`config.mk`:
```
export PLATFORM = sky130hd
export DESIGN_NAME = rtc_match_ctrl
export DESIGN_NICKNAME = d
export VERILOG_FILES = /design/src/rtl/rtc_match_pkg.sv /design/src/rtl/rtc_reg_decode.sv /design/src/rtl/rtc_tick_counter.sv /design/src/rtl/rtc_match_status.sv /design/src/rtl/rtc_match_ctrl.sv
export SDC_FILE = /design/constraint.sdc
export NUM_CORES = 1
export LEC_CHECK = 0
export ABC_AREA = 1
export BUFFER_PORTS_ARGS = -buffer_cell sky130_fd_sc_hd__buf_2
export CAP_MARGIN = 0
export CORE_MARGIN = 2
export CORE_UTILIZATION = 60
export DETAILED_ROUTE_END_ITERATION = 6
export PLACE_DENSITY = 0.84
export SYNTH_ARGS = -nofsm -noshare
export SYNTH_HDL_FRONTEND = slang
export SYNTH_SLANG_ARGS = --single-unit
```
`constraint.sdc`:
```
create_clock -name clk -period 4.7 [get_ports clk]
set_clock_uncertainty 0.15 [all_clocks]
set_input_delay 0.47 -clock clk [delete_from_list [all_inputs] [get_ports clk]]
set_output_delay 0.47 -clock clk [all_outputs]
set_load 0.03 [all_outputs]
```
`src/rtl/rtc_match_pkg.sv`:
```
// Package: register offsets and internal write-strobe bundle for the
// RTC match interrupt controller. Offsets are byte addresses.
package rtc_match_pkg;
    localparam logic [7:0] OFS_COUNT    = 8'h00;
    localparam logic [7:0] OFS_MATCH    = 8'h04;
    localparam logic [7:0] OFS_LOAD     = 8'h08;
    localparam logic [7:0] OFS_ENABLE   = 8'h10;
    localparam logic [7:0] OFS_RAW      = 8'h14;
    localparam logic [7:0] OFS_MASKED   = 8'h18;
    localparam logic [7:0] OFS_CLEAR    = 8'h1C;

    // Width of the small status and enable registers as seen on the bus.
    localparam int STAT_W = 8;

    typedef struct packed {
        logic match_wr;
        logic load_wr;
        logic enable_wr;
        logic clear_wr;
    } rtc_wstrb_t;
endpackage

```
`src/rtl/rtc_reg_decode.sv`:
```
// Module: rtc_reg_decode
// Turns single-cycle bus writes into one-hot register strobes. It also
// builds the combinational read mux. Assumes that ADDR_W is at least 5
// and that bus_rdata must be zero whenever no read is in progress.
module rtc_reg_decode
    import rtc_match_pkg::*;
#(
    parameter int ADDR_W = 8,
    parameter int DATA_W = 32
) (
    input  logic              bus_sel,
    input  logic              bus_write,
    input  logic [ADDR_W-1:0] bus_addr,
    input  logic              wdata_bit0,
    input  logic [DATA_W-1:0] count_val,
    input  logic [DATA_W-1:0] match_val,
    input  logic              enable_val,
    input  logic              raw_val,
    input  logic              masked_val,
    output rtc_wstrb_t        strb,
    output logic [DATA_W-1:0] bus_rdata
);
    localparam logic [ADDR_W-1:0] A_COUNT  = ADDR_W'(OFS_COUNT);
    localparam logic [ADDR_W-1:0] A_MATCH  = ADDR_W'(OFS_MATCH);
    localparam logic [ADDR_W-1:0] A_LOAD   = ADDR_W'(OFS_LOAD);
    localparam logic [ADDR_W-1:0] A_ENABLE = ADDR_W'(OFS_ENABLE);
    localparam logic [ADDR_W-1:0] A_RAW    = ADDR_W'(OFS_RAW);
    localparam logic [ADDR_W-1:0] A_MASKED = ADDR_W'(OFS_MASKED);
    localparam logic [ADDR_W-1:0] A_CLEAR  = ADDR_W'(OFS_CLEAR);

    logic [STAT_W-1:0] enable_reg;
    logic [STAT_W-1:0] raw_reg;
    logic [STAT_W-1:0] masked_reg;

    // Purpose: widen the one-bit flags to their 8-bit register images.
    always_comb begin
        enable_reg = STAT_W'(enable_val);
        raw_reg    = STAT_W'(raw_val);
        masked_reg = STAT_W'(masked_val);
    end

    // Purpose: decode the write strobes for the addressed register.
    always_comb begin
        strb = '0;
        if (bus_sel && bus_write) begin
            case (bus_addr)
                A_MATCH:  strb.match_wr  = 1'b1;
                A_LOAD:   strb.load_wr   = 1'b1;
                A_ENABLE: strb.enable_wr = 1'b1;
                A_CLEAR:  strb.clear_wr  = wdata_bit0;
                default:  strb = '0;
            endcase
        end
    end

    // Purpose: select read data; write-only and unmapped offsets give zero.
    always_comb begin
        bus_rdata = '0;
        if (bus_sel && !bus_write) begin
            case (bus_addr)
                A_COUNT:  bus_rdata = count_val;
                A_MATCH:  bus_rdata = match_val;
                A_ENABLE: bus_rdata = DATA_W'(enable_reg);
                A_RAW:    bus_rdata = DATA_W'(raw_reg);
                A_MASKED: bus_rdata = DATA_W'(masked_reg);
                default:  bus_rdata = '0;
            endcase
        end
    end
endmodule

```
`src/rtl/rtc_tick_counter.sv`:
```
// Module: rtc_tick_counter
// The seconds counter. It increments on each tick strobe and wraps at
// its width. A software preset takes priority over a tick in the same
// cycle. Assumes that tick is a clean, synchronous, one-cycle strobe.
module rtc_tick_counter #(
    parameter int CNT_W = 32
) (
    input  logic             clk,
    input  logic             rst_n,
    input  logic             tick,
    input  logic             load_wr,
    input  logic [CNT_W-1:0] load_val,
    output logic [CNT_W-1:0] count_q
);
    localparam logic [CNT_W-1:0] ONE = CNT_W'(1);

    // Purpose: hold, preset or advance the count.
    always_ff @(posedge clk) begin
        if (!rst_n) begin
            count_q <= '0;
        end else if (load_wr) begin
            count_q <= load_val;
        end else if (tick) begin
            count_q <= count_q + ONE;
        end
    end
endmodule

```
`src/rtl/rtc_match_status.sv`:
```
// Module: rtc_match_status
// This module holds three things:
// - the compare register and the equality detector;
// - the sticky raw flag;
// - the interrupt enable bit.
// The flag sets on a 0->1 change of equality, so a count that sits on
// the compare value raises only one event. The flag resets to "equal"
// history, so that the equality at reset (both zero) is not an event.
module rtc_match_status #(
    parameter int CNT_W = 32
) (
    input  logic             clk,
    input  logic             rst_n,
    input  logic [CNT_W-1:0] count_q,
    input  logic             match_wr,
    input  logic [CNT_W-1:0] match_wval,
    input  logic             enable_wr,
    input  logic             enable_wval,
    input  logic             clear_wr,
    output logic [CNT_W-1:0] match_q,
    output logic             enable_q,
    output logic             raw_q,
    output logic             match_evt
);
    logic equal_now;
    logic equal_q;

    // Purpose: detect the entry into equality against last cycle's state.
    always_comb begin
        equal_now = (count_q == match_q);
        match_evt = equal_now && !equal_q;
    end

    // Purpose: software-written compare value and enable bit.
    always_ff @(posedge clk) begin
        if (!rst_n) begin
            match_q  <= '0;
            enable_q <= 1'b0;
        end else begin
            if (match_wr)  match_q  <= match_wval;
            if (enable_wr) enable_q <= enable_wval;
        end
    end

    // Purpose: equality history for the edge detector.
    always_ff @(posedge clk) begin
        if (!rst_n) begin
            equal_q <= 1'b1;
        end else begin
            equal_q <= equal_now;
        end
    end

    // Purpose: sticky raw flag; a new event wins over a clear.
    always_ff @(posedge clk) begin
        if (!rst_n) begin
            raw_q <= 1'b0;
        end else if (match_evt) begin
            raw_q <= 1'b1;
        end else if (clear_wr) begin
            raw_q <= 1'b0;
        end
    end
endmodule

```
`src/rtl/rtc_match_ctrl.sv`:
```
// Module: rtc_match_ctrl (top)
// Connects the following parts:
// - the register decoder;
// - the tick counter;
// - the match and status logic.
// irq is the raw flag gated by the enable bit and leaves the block as
// a level. Assumes a single clock domain and a synchronous tick strobe.
module rtc_match_ctrl
    import rtc_match_pkg::*;
#(
    parameter int ADDR_W = 8,
    parameter int DATA_W = 32
) (
    input  logic              clk,
    input  logic              rst_n,
    input  logic              tick,
    input  logic              bus_sel,
    input  logic              bus_write,
    input  logic [ADDR_W-1:0] bus_addr,
    input  logic [DATA_W-1:0] bus_wdata,
    output logic [DATA_W-1:0] bus_rdata,
    output logic              irq
);
    rtc_wstrb_t        strb;
    logic [DATA_W-1:0] count_q;
    logic [DATA_W-1:0] match_q;
    logic              enable_q;
    logic              raw_q;
    logic              match_evt;
    logic              masked;

    // Purpose: masked flag, which is shared by the status read and irq.
    always_comb begin
        masked = raw_q && enable_q;
        irq    = masked;
    end

    rtc_reg_decode #(
        .ADDR_W (ADDR_W),
        .DATA_W (DATA_W)
    ) u_decode (
        .bus_sel    (bus_sel),
        .bus_write  (bus_write),
        .bus_addr   (bus_addr),
        .wdata_bit0 (bus_wdata[0]),
        .count_val  (count_q),
        .match_val  (match_q),
        .enable_val (enable_q),
        .raw_val    (raw_q),
        .masked_val (masked),
        .strb       (strb),
        .bus_rdata  (bus_rdata)
    );

    rtc_tick_counter #(
        .CNT_W (DATA_W)
    ) u_counter (
        .clk      (clk),
        .rst_n    (rst_n),
        .tick     (tick),
        .load_wr  (strb.load_wr),
        .load_val (bus_wdata),
        .count_q  (count_q)
    );

    rtc_match_status #(
        .CNT_W (DATA_W)
    ) u_status (
        .clk         (clk),
        .rst_n       (rst_n),
        .count_q     (count_q),
        .match_wr    (strb.match_wr),
        .match_wval  (bus_wdata),
        .enable_wr   (strb.enable_wr),
        .enable_wval (bus_wdata[0]),
        .clear_wr    (strb.clear_wr),
        .match_q     (match_q),
        .enable_q    (enable_q),
        .raw_q       (raw_q),
        .match_evt   (match_evt)
    );
endmodule

```
## Word level (Yosys, flattened, before mapping)

Index checks and enable logic that the tools add are counted.

| storage, ports and cells | value |
|---|---|
| logic and storage cells | 33 |
| register bits after elaboration | 67 |
| output and inout port bits | 33 |

| cells by class | value |
|---|---|
| eq/ne operators | 7 |
| reduce and logical (&&, ||, !) cells | 9 |
| $add $sub $neg | 1 |
| multiplexer cells | 11 |

Operators with widths:

| operator | number |
|---|---|
| $pmux W32 S5 | 1 |
| $mux W32 | 3 |
| $add A32 B1 Y32 const B | 1 |
| $eq A32 B32 Y1 | 1 |
| $eq A8 B5 Y1 const B | 4 |
| $eq A8 B3 Y1 const B | 1 |
| $eq A8 B4 Y1 const B | 1 |
| $logic_not A8 Y1 | 1 |
| $mux W1 | 6 |
| $logic_and A1 B1 Y1 | 4 |
| $mux W4 | 1 |
| $reduce_bool A2 Y1 | 2 |
| $logic_not A1 Y1 | 2 |

## Depth between registers and ports, before layout

Gate-level depths: netlist of run 1.

| depth | value |
|---|---|
| depth in word-level cells | 5 |
| depth in mapped cells | 11 |
| mapped depth without buffers | 10 |

## By module

A second synthesis of run 1 with hierarchy kept.

| unflattened totals | value |
|---|---|
| cell total of the unflattened synthesis | 742 |
| area, all modules | 4694.5 um^2 |

By module, submodules not included:

| module | area an instance (um^2) | times used | cells each |
|---|---|---|---|
| rtc_tick_counter | 2194.6 | 1 | 336 |
| rtc_match_status | 1679.1 | 1 | 248 |
| rtc_reg_decode | 813.3 | 1 | 156 |
| rtc_match_ctrl | 7.5 | 1 | 2 |

## Least setup slack after synthesis of run 1

Ideal clock, no wire load.

| timing | value |
|---|---|
| path kind | input to output |
| from | input bus_addr[3] |
| to | output bus_rdata[10] |
| arrival | 1.724 ns |
| cell stages on the path | 10 |
| path slack | 2.356 ns |
| cell sequence | inv_2 -> buf_6 -> nand2_2 -> nor2_4 -> buf_6 -> nand2_4 -> buf_6 -> o22ai_1 -> inv_1 -> nor2_1 |

| on the way | value |
|---|---|
| word-level cells in the longest chain between the ends | 3 |
| elaborated cells between the ends (all ways) | 7 |

Ends and longest elaborated chain:

| element | RTL line | text |
|---|---|---|
| start, declared | rtc_match_ctrl.sv:19 | `input logic [ADDR_W-1:0] bus_addr,` |
| $eq A8 B5 Y1, or another cell as far along | rtc_reg_decode.sv:60 | `case (bus_addr)` |
| $pmux W32 S5 (*) | rtc_reg_decode.sv:60 |  |
| $mux W32 (*) | rtc_reg_decode.sv:59 | `if (bus_sel && !bus_write) begin` |
| end, declared | rtc_match_ctrl.sv:21 | `output logic [DATA_W-1:0] bus_rdata,` |

Every way passes the cells marked *; elsewhere a longest branch is shown, timed or not.

## Worst setup path after layout of run 1

| timing | value |
|---|---|
| from | input bus_addr[0] |
| to | output bus_rdata[15] |

The elaborated chain is that of the path after synthesis.

==> run summary, run 1 <==
post-synth design cell area -> 0.004688 mm²
Ys Warns -> 0
setup repair bufs after CTS -> 0
fraction of layout cells with a size suffix above 1 -> 12.51%
I/O pins -> 78
largest family of logic cells by synthesized area -> simple AND/OR/NAND/NOR gates
RR Endpoint -> u_counter.count_q[22]$_SDFFE_PN0P_
GP Congestion -> 0.9300
post-synthesis sequential area ratio -> 28.61%
FF+latch count, synth -> 67
core box area -> 0.007647 mm²
Critical Path Start -> bus_addr[0]
fin crit period -> 3389 ps
DP Wirelength -> 9.824 mm
number of port buffers -> 77
status -> completed
1st-iter DRT viols -> 459
max cap viols -> 0
post-synthesis cell count -> 802
beginning of the worst hold path -> bus_wdata[15]
DR WL/cell -> 14.31 µm
Filler cells -> 732
worst min-delay path class -> in -> reg
cts-stage hold buffer count -> 0
delay-heaviest family, CP -> simple AND/OR/NAND/NOR gates
grt ovf -> 0
hold slack -> 249.9 ps
number of routed nets with antenna violations -> 0
most frequent cells in the layout -> nand2_1 (224), inv_1 (119), nor2_1 (115)
Least-Margin Pin Slew -> 1203 ps
CP required -> 4080 ps
slowest stage delay, CP -> 690 ps
Remaining DRCs -> 0
Die X -> 92.40 µm
Post-Route WL -> 13.81 mm
Leak -> 2.149 nW
Peak VDD IR -> 0.1579 mV
CTS Buffer Depth -> 2
Core Rows -> 32
FF-to-FF path depth -> 9
compound-cell area share of the yosys netlist -> 16.95%
r2r setup slk -> 2610 ps
commonest non-fill, non-tap cell in the layout -> nand2_1
CP Capture Type -> output pin
antenna violations before repair -> 0
pwr/cell area -> 220.8 mW/mm²
layout net count -> 904
Mean Syn Cell Area -> 5.846 µm²
Max-Slew Margin vs Limit -> 19.64%
Diodes inserted -> 0
Clk pin slew, worst setup/hold paths -> 80 ps
routed vias -> 5312
clk_lat worst skew -> 350 ps
Die ar. -> 0.008537 mm²
Buffers & Inverters on Critical Path -> 3
Distinct cells, synth -> 29
Final Slew Violations -> 0
final core occ -> 67.87%
Startpoint Class -> primary input
RSZ-0062 raised after global routing -> no
Sink Count -> 67
GRT Total Usage -> 32.84%
CTS tree -> built
crit path to -> bus_rdata[15]
routed vias/inst -> 5.505
Resize count post-CTS -> 0
Post-Place Cells -> 949
Multi-input gate area -> 0.002656 mm²
syn nets -> 848
synth top area cells -> dfxtp_1 (29%), nand2_1 (18%), inv_1 (9.5%), nor2_1 (9.2%), a21oi_1 (6.6%)
area leader, netlist -> dfxtp_1
CP max stage cell -> nand2_1
Area growth syn-to-layout -> 10.70%
Initial DRT Pass Iterations -> 6
xor/xnor share of the synthesized area -> 4.484%
Peak Freq -> 295.1 MHz
Max H-tree Level -> 3
register area -> 0.001341 mm²
number of global-route vias before repair -> 4808
RR Startpoint -> u_counter.count_q[1]$_SDFFE_PN0P_
worst-path maximum fanout -> 32
Crit Path Class -> in -> out
initial core utilization -> 61.31%
final hold violation count -> 0
Synth Area in Adders -> 0.2669%
Worst Path Arrival -> 2770 ps
Post-Synth Simple-Gate Area -> 34.96%
Setup Viol. Count Final -> 0
pre-CTS setup slack -> 1329 ps
cts bufs inserted -> 9
Die H -> 92.40 µm
largest net degree at the start of global routing -> 42
global-route wire length before repair -> 22.48 mm
post-route setup slack -> 1311 ps
mux cell area share after synthesis -> 0%
CTS root buf -> clkbuf_8
Final period util -> 72.11%
setup_tns -> 0 ps
final cell count without fillers -> 965
post-placement cell area -> 0.004996 mm²
critical-path cell list -> buf_2 -> inv_1 -> nand2_1 -> nor2_1 -> a21oi_1 -> nor2_1 -> nand2_1 -> a21oi_1 -> buf_2
WP depth -> 9
final instance area -> 0.005190 mm²
Tot Pwr -> 1.146 mW
top cell type's share of synthesized area -> 28.61%
cell usage after synthesis, drive strengths merged:
cell type / instances
a21oi: 62
a31oi: 2
buf: 25
clkbuf: 9
clkinv: 3
dfxtp: 67
ha: 1
inv: 121
nand2: 228
nand3: 34
nand4: 14
nor2: 121
nor3: 3
nor4: 1
o211ai: 3
o21ai: 61
o22ai: 23
xnor2: 11
xor2: 13
cell type report:
cell class / instances / share of cell area, %
sequential: 67 / 25.84
multi-input combinational: 577 / 51.18
inverter: 124 / 9.065
tap: 102 / 2.459
clock buffer: 11 / 2.724
clock inverter: 5 / 1.013
timing repair buffer: 79 / 7.715
registers in the layout (all words and copies together), names as in the netlist:
| name | flops |
|---|---|
| u_counter.count_q | 32 |
| u_status.match_q | 32 |
| u_status.enable_q | 1 |
| u_status.equal_q | 1 |
| u_status.raw_q | 1 |
worst reg2reg max path: stages (launching register included):
cell and delay, ps:
dfxtp_1 410, ha_1 200, nand2_1 70, nor2_2 170, nand2_1 100, nor2_1 380, nand2_1 150, xor2_1 160
nand2_1 70, a21oi_1 130
report_power, final:
part	switching, mW	total [mW]	internal, mW	leakage (nW)
clock	0.234	0.491	0.257	0.0991
combinational	0.0550	0.0807	0.0257	1.51
sequential	0.00315	0.574	0.571	0.540
how the worst min path moves through the flow:
| stage | endpoint | cells past startpoint |
|---|---|---|
| 6_report | u_status.match_q[15]$_SDFFE_PN0P_ | 3 |
| 5_1_grt | u_status.match_q[15]$_SDFFE_PN0P_ | 3 |
| 4_1_cts | u_status.match_q[15]$_SDFFE_PN0P_ | 3 |
| 3_5_place_dp | u_status.raw_q$_SDFFE_PN0P_ | 2 |
| 3_3_place_gp | u_status.match_q[14]$_SDFFE_PN0P_ | 2 |
| 2_1_floorplan | u_status.raw_q$_SDFFE_PN0P_ | 2 |
routing by layer:
| metal | track usage, % | part of all wire [%] | vias to the layer above |
|---|---|---|---|
| met5 | 0 | 0 | - |
| met4 | 12.44 | 2.9 | 0 |
| met3 | 4.557 | 8.0 | 42 |
| met2 | 54.99 | 46 | 256 |
| met1 | 42.98 | 43 | 2381 |
| li1 | - | - | 2633 |
kinds of logic after synthesis:
group,Yosys count
compound gates,151
xor+xnor,24
fa+ha+maj,1
buf+inv,158
flops,67
simple gates,401
Note: power is estimated with default switching activity, not from simulation.
==> run 2: changes to the inputs <==
- CORE_UTILIZATION: 60 -> 52
- PLACE_DENSITY: 0.84 -> 0.77
- clock period: 4.7 -> 3.1 ns (I/O delays scaled with it)
==> run summary, run 2 (same netlist as run 1, synthesis figures left out) <==
status -> completed (unchanged)
Area growth syn-to-layout -> 12.52% (was 10.70%)
initial core utilization -> 53.76% (was 61.31%)
Core Rows -> 34 (was 32)
Resize count post-CTS -> 0 (unchanged)
number of port buffers -> 77 (unchanged)
setup_tns -> 0 ps (unchanged)
final hold violation count -> 0 (unchanged)
Multi-input gate area -> 0.002656 mm² (unchanged)
Diodes inserted -> 0 (unchanged)
I/O pins -> 78 (unchanged)
routed vias/inst -> 5.378 (was 5.505)
Peak VDD IR -> 0.2354 mV (was 0.1579 mV)
Filler cells -> 900 (was 732)
1st-iter DRT viols -> 379 (was 459)
Crit Path Class -> in -> out (unchanged)
Die H -> 98.95 µm (was 92.40 µm)
Die X -> 98.95 µm (was 92.40 µm)
GRT Total Usage -> 29.05% (was 32.84%)
worst-path maximum fanout -> 23 (was 32)
CTS Buffer Depth -> 2 (unchanged)
slowest stage delay, CP -> 450 ps (was 690 ps)
CP Capture Type -> output pin (unchanged)
Final Slew Violations -> 0 (unchanged)
register area -> 0.001341 mm² (unchanged)
Setup Viol. Count Final -> 0 (unchanged)
grt ovf -> 0 (unchanged)
Sink Count -> 67 (unchanged)
antenna violations before repair -> 0 (unchanged)
number of global-route vias before repair -> 4938 (was 4808)
layout net count -> 910 (was 904)
CTS root buf -> clkbuf_8 (unchanged)
Final period util -> 80.91%
final instance area -> 0.005275 mm² (was 0.005190 mm²)
worst min-delay path class -> in -> reg (unchanged)
Tot Pwr -> 1.836 mW (was 1.146 mW)
Least-Margin Pin Slew -> 592.3 ps (was 1203 ps)
Leak -> 2.187 nW (was 2.149 nW)
RSZ-0062 raised after global routing -> no (unchanged)
Remaining DRCs -> 0 (unchanged)
global-route wire length before repair -> 23.10 mm (was 22.48 mm)
routed vias -> 5254 (was 5312)
CP max stage cell -> inv_1 (was nand2_1)
most frequent cells in the layout -> nand2_1 (224), inv_1 (119), nor2_1 (115) (unchanged)
cts-stage hold buffer count -> 0 (unchanged)
setup repair bufs after CTS -> 0 (unchanged)
commonest non-fill, non-tap cell in the layout -> nand2_1 (unchanged)
pwr/cell area -> 348.0 mW/mm² (was 220.8 mW/mm²)
Peak Freq -> 398.7 MHz
Die ar. -> 0.009791 mm² (was 0.008537 mm²)
DP Wirelength -> 9.823 mm (was 9.824 mm)
Top Registers -> u_counter.count_q x32, u_status.match_q x32 (unchanged)
clk_lat worst skew -> 360 ps (was 350 ps)
CTS tree -> built (unchanged)
Post-Route WL -> 13.68 mm (was 13.81 mm)
DR WL/cell -> 14.01 µm (was 14.31 µm)
Buffers & Inverters on Critical Path -> 4 (was 3)
fin crit period -> 2508 ps
max cap viols -> 0 (unchanged)
post-placement cell area -> 0.005049 mm² (was 0.004996 mm²)
delay-heaviest family, CP -> buffers and inverters (was simple AND/OR/NAND/NOR gates)
Startpoint Class -> primary input (unchanged)
Initial DRT Pass Iterations -> 5 (was 6)
Max-Slew Margin vs Limit -> 60.47% (was 19.64%)
core box area -> 0.008721 mm² (was 0.007647 mm²)
Max H-tree Level -> 3 (unchanged)
CP required -> 2640 ps (was 4080 ps)
number of routed nets with antenna violations -> 0 (unchanged)
GP Congestion -> 0.9249 (was 0.9300)
critical-path cell list -> buf_2 -> nor2_2 -> nand3_1 -> inv_1 -> nand2_4 -> o22ai_1 -> inv_1 -> nor2_1 -> buf_2 (was buf_2 -> inv_1 -> nand2_1 -> nor2_1 -> a21oi_1 -> nor2_1 -> nand2_1 -> a21oi_1 -> buf_2)
fraction of layout cells with a size suffix above 1 -> 13.23% (was 12.51%)
Clk pin slew, worst setup/hold paths -> 80 ps (about the same)
largest net degree at the start of global routing -> 57 (was 42)
Worst Path Arrival -> 2050 ps (was 2770 ps)
cts bufs inserted -> 9 (unchanged)
## run 2: changes by cell type in the layout (fill, tap and decap cells not counted), sizes merged
| cell | delta |
|---|---|
| buf | +6 |
| clkbuf | -1 |
| clkinv | -1 |
| bufinv | +1 |
| clkinvlp | +1 |
## run 2: layer usage
layer | vias to the layer above | share of wire (%) | global-route usage (%)
li1 | 2644 | - | -
met1 | 2368 | 45 | 39.14
met2 | 216 | 46 | 47.04
met3 | 26 | 7.8 | 4.397
met4 | 0 | 1.8 | 11.06
met5 | - | 0 | 0
## run 2: cell type report
| class | instances | share of cell area, % |
|---|---|---|
| Tap cell | 108 | 2.562 |
| Sequential cell | 67 | 25.43 |
| Timing Repair Buffer | 85 | 8.444 |
| Multi-Input combinational cell | 577 | 50.36 |
| Clock buffer | 10 | 2.609 |
| Clock inverter | 6 | 1.684 |
| Inverter | 124 | 8.918 |
## run 2: worst register-to-register path, delay by kind of cell, from the launching register on
family,cells,cell delay [ps]
compound gates,1,140
flops,1,410
fa+ha+maj,1,210
simple gates,6,940
xor+xnor,1,150
## run 2: stage by stage
stage          utilization [%]  hold WS, ps  cells  worst slack [ps]
2_1_floorplan                -        307.9    802              1076
3_3_place_gp             57.89        328.6    961             667.8
3_5_place_dp             57.89        331.0    961             639.7
4_1_cts                  60.49        82.04    977             633.1
5_1_grt                  60.49        100.8    977             368.1
6_report                 60.49        75.74    977             591.9
## run 2: where the power goes
group	total [mW]	internal, mW	switching, mW
clock	0.840	0.474	0.366
combinational	0.125	0.0421	0.0833
sequential	0.870	0.865	0.00481
total	1.84	1.38	0.454
## run 2: path summary, 6_finish.rpt
| check | endpoint | cells after the start | from | slack (ps) |
|---|---|---|---|---|
| setup / recovery | bus_rdata[16] | 9 | bus_addr[7] | 590 |
| hold / removal | u_status.match_q[11]$_SDFFE_PN0P_ | 3 | bus_wdata[11] | 80 |
| setup reg to reg | u_counter.count_q[22]$_SDFFE_PN0P_ | 9 | u_counter.count_q[1]$_SDFFE_PN0P_ | 1020 |
| hold reg to reg | u_status.raw_q$_SDFFE_PN0P_ | 2 | u_status.raw_q$_SDFFE_PN0P_ | 340 |
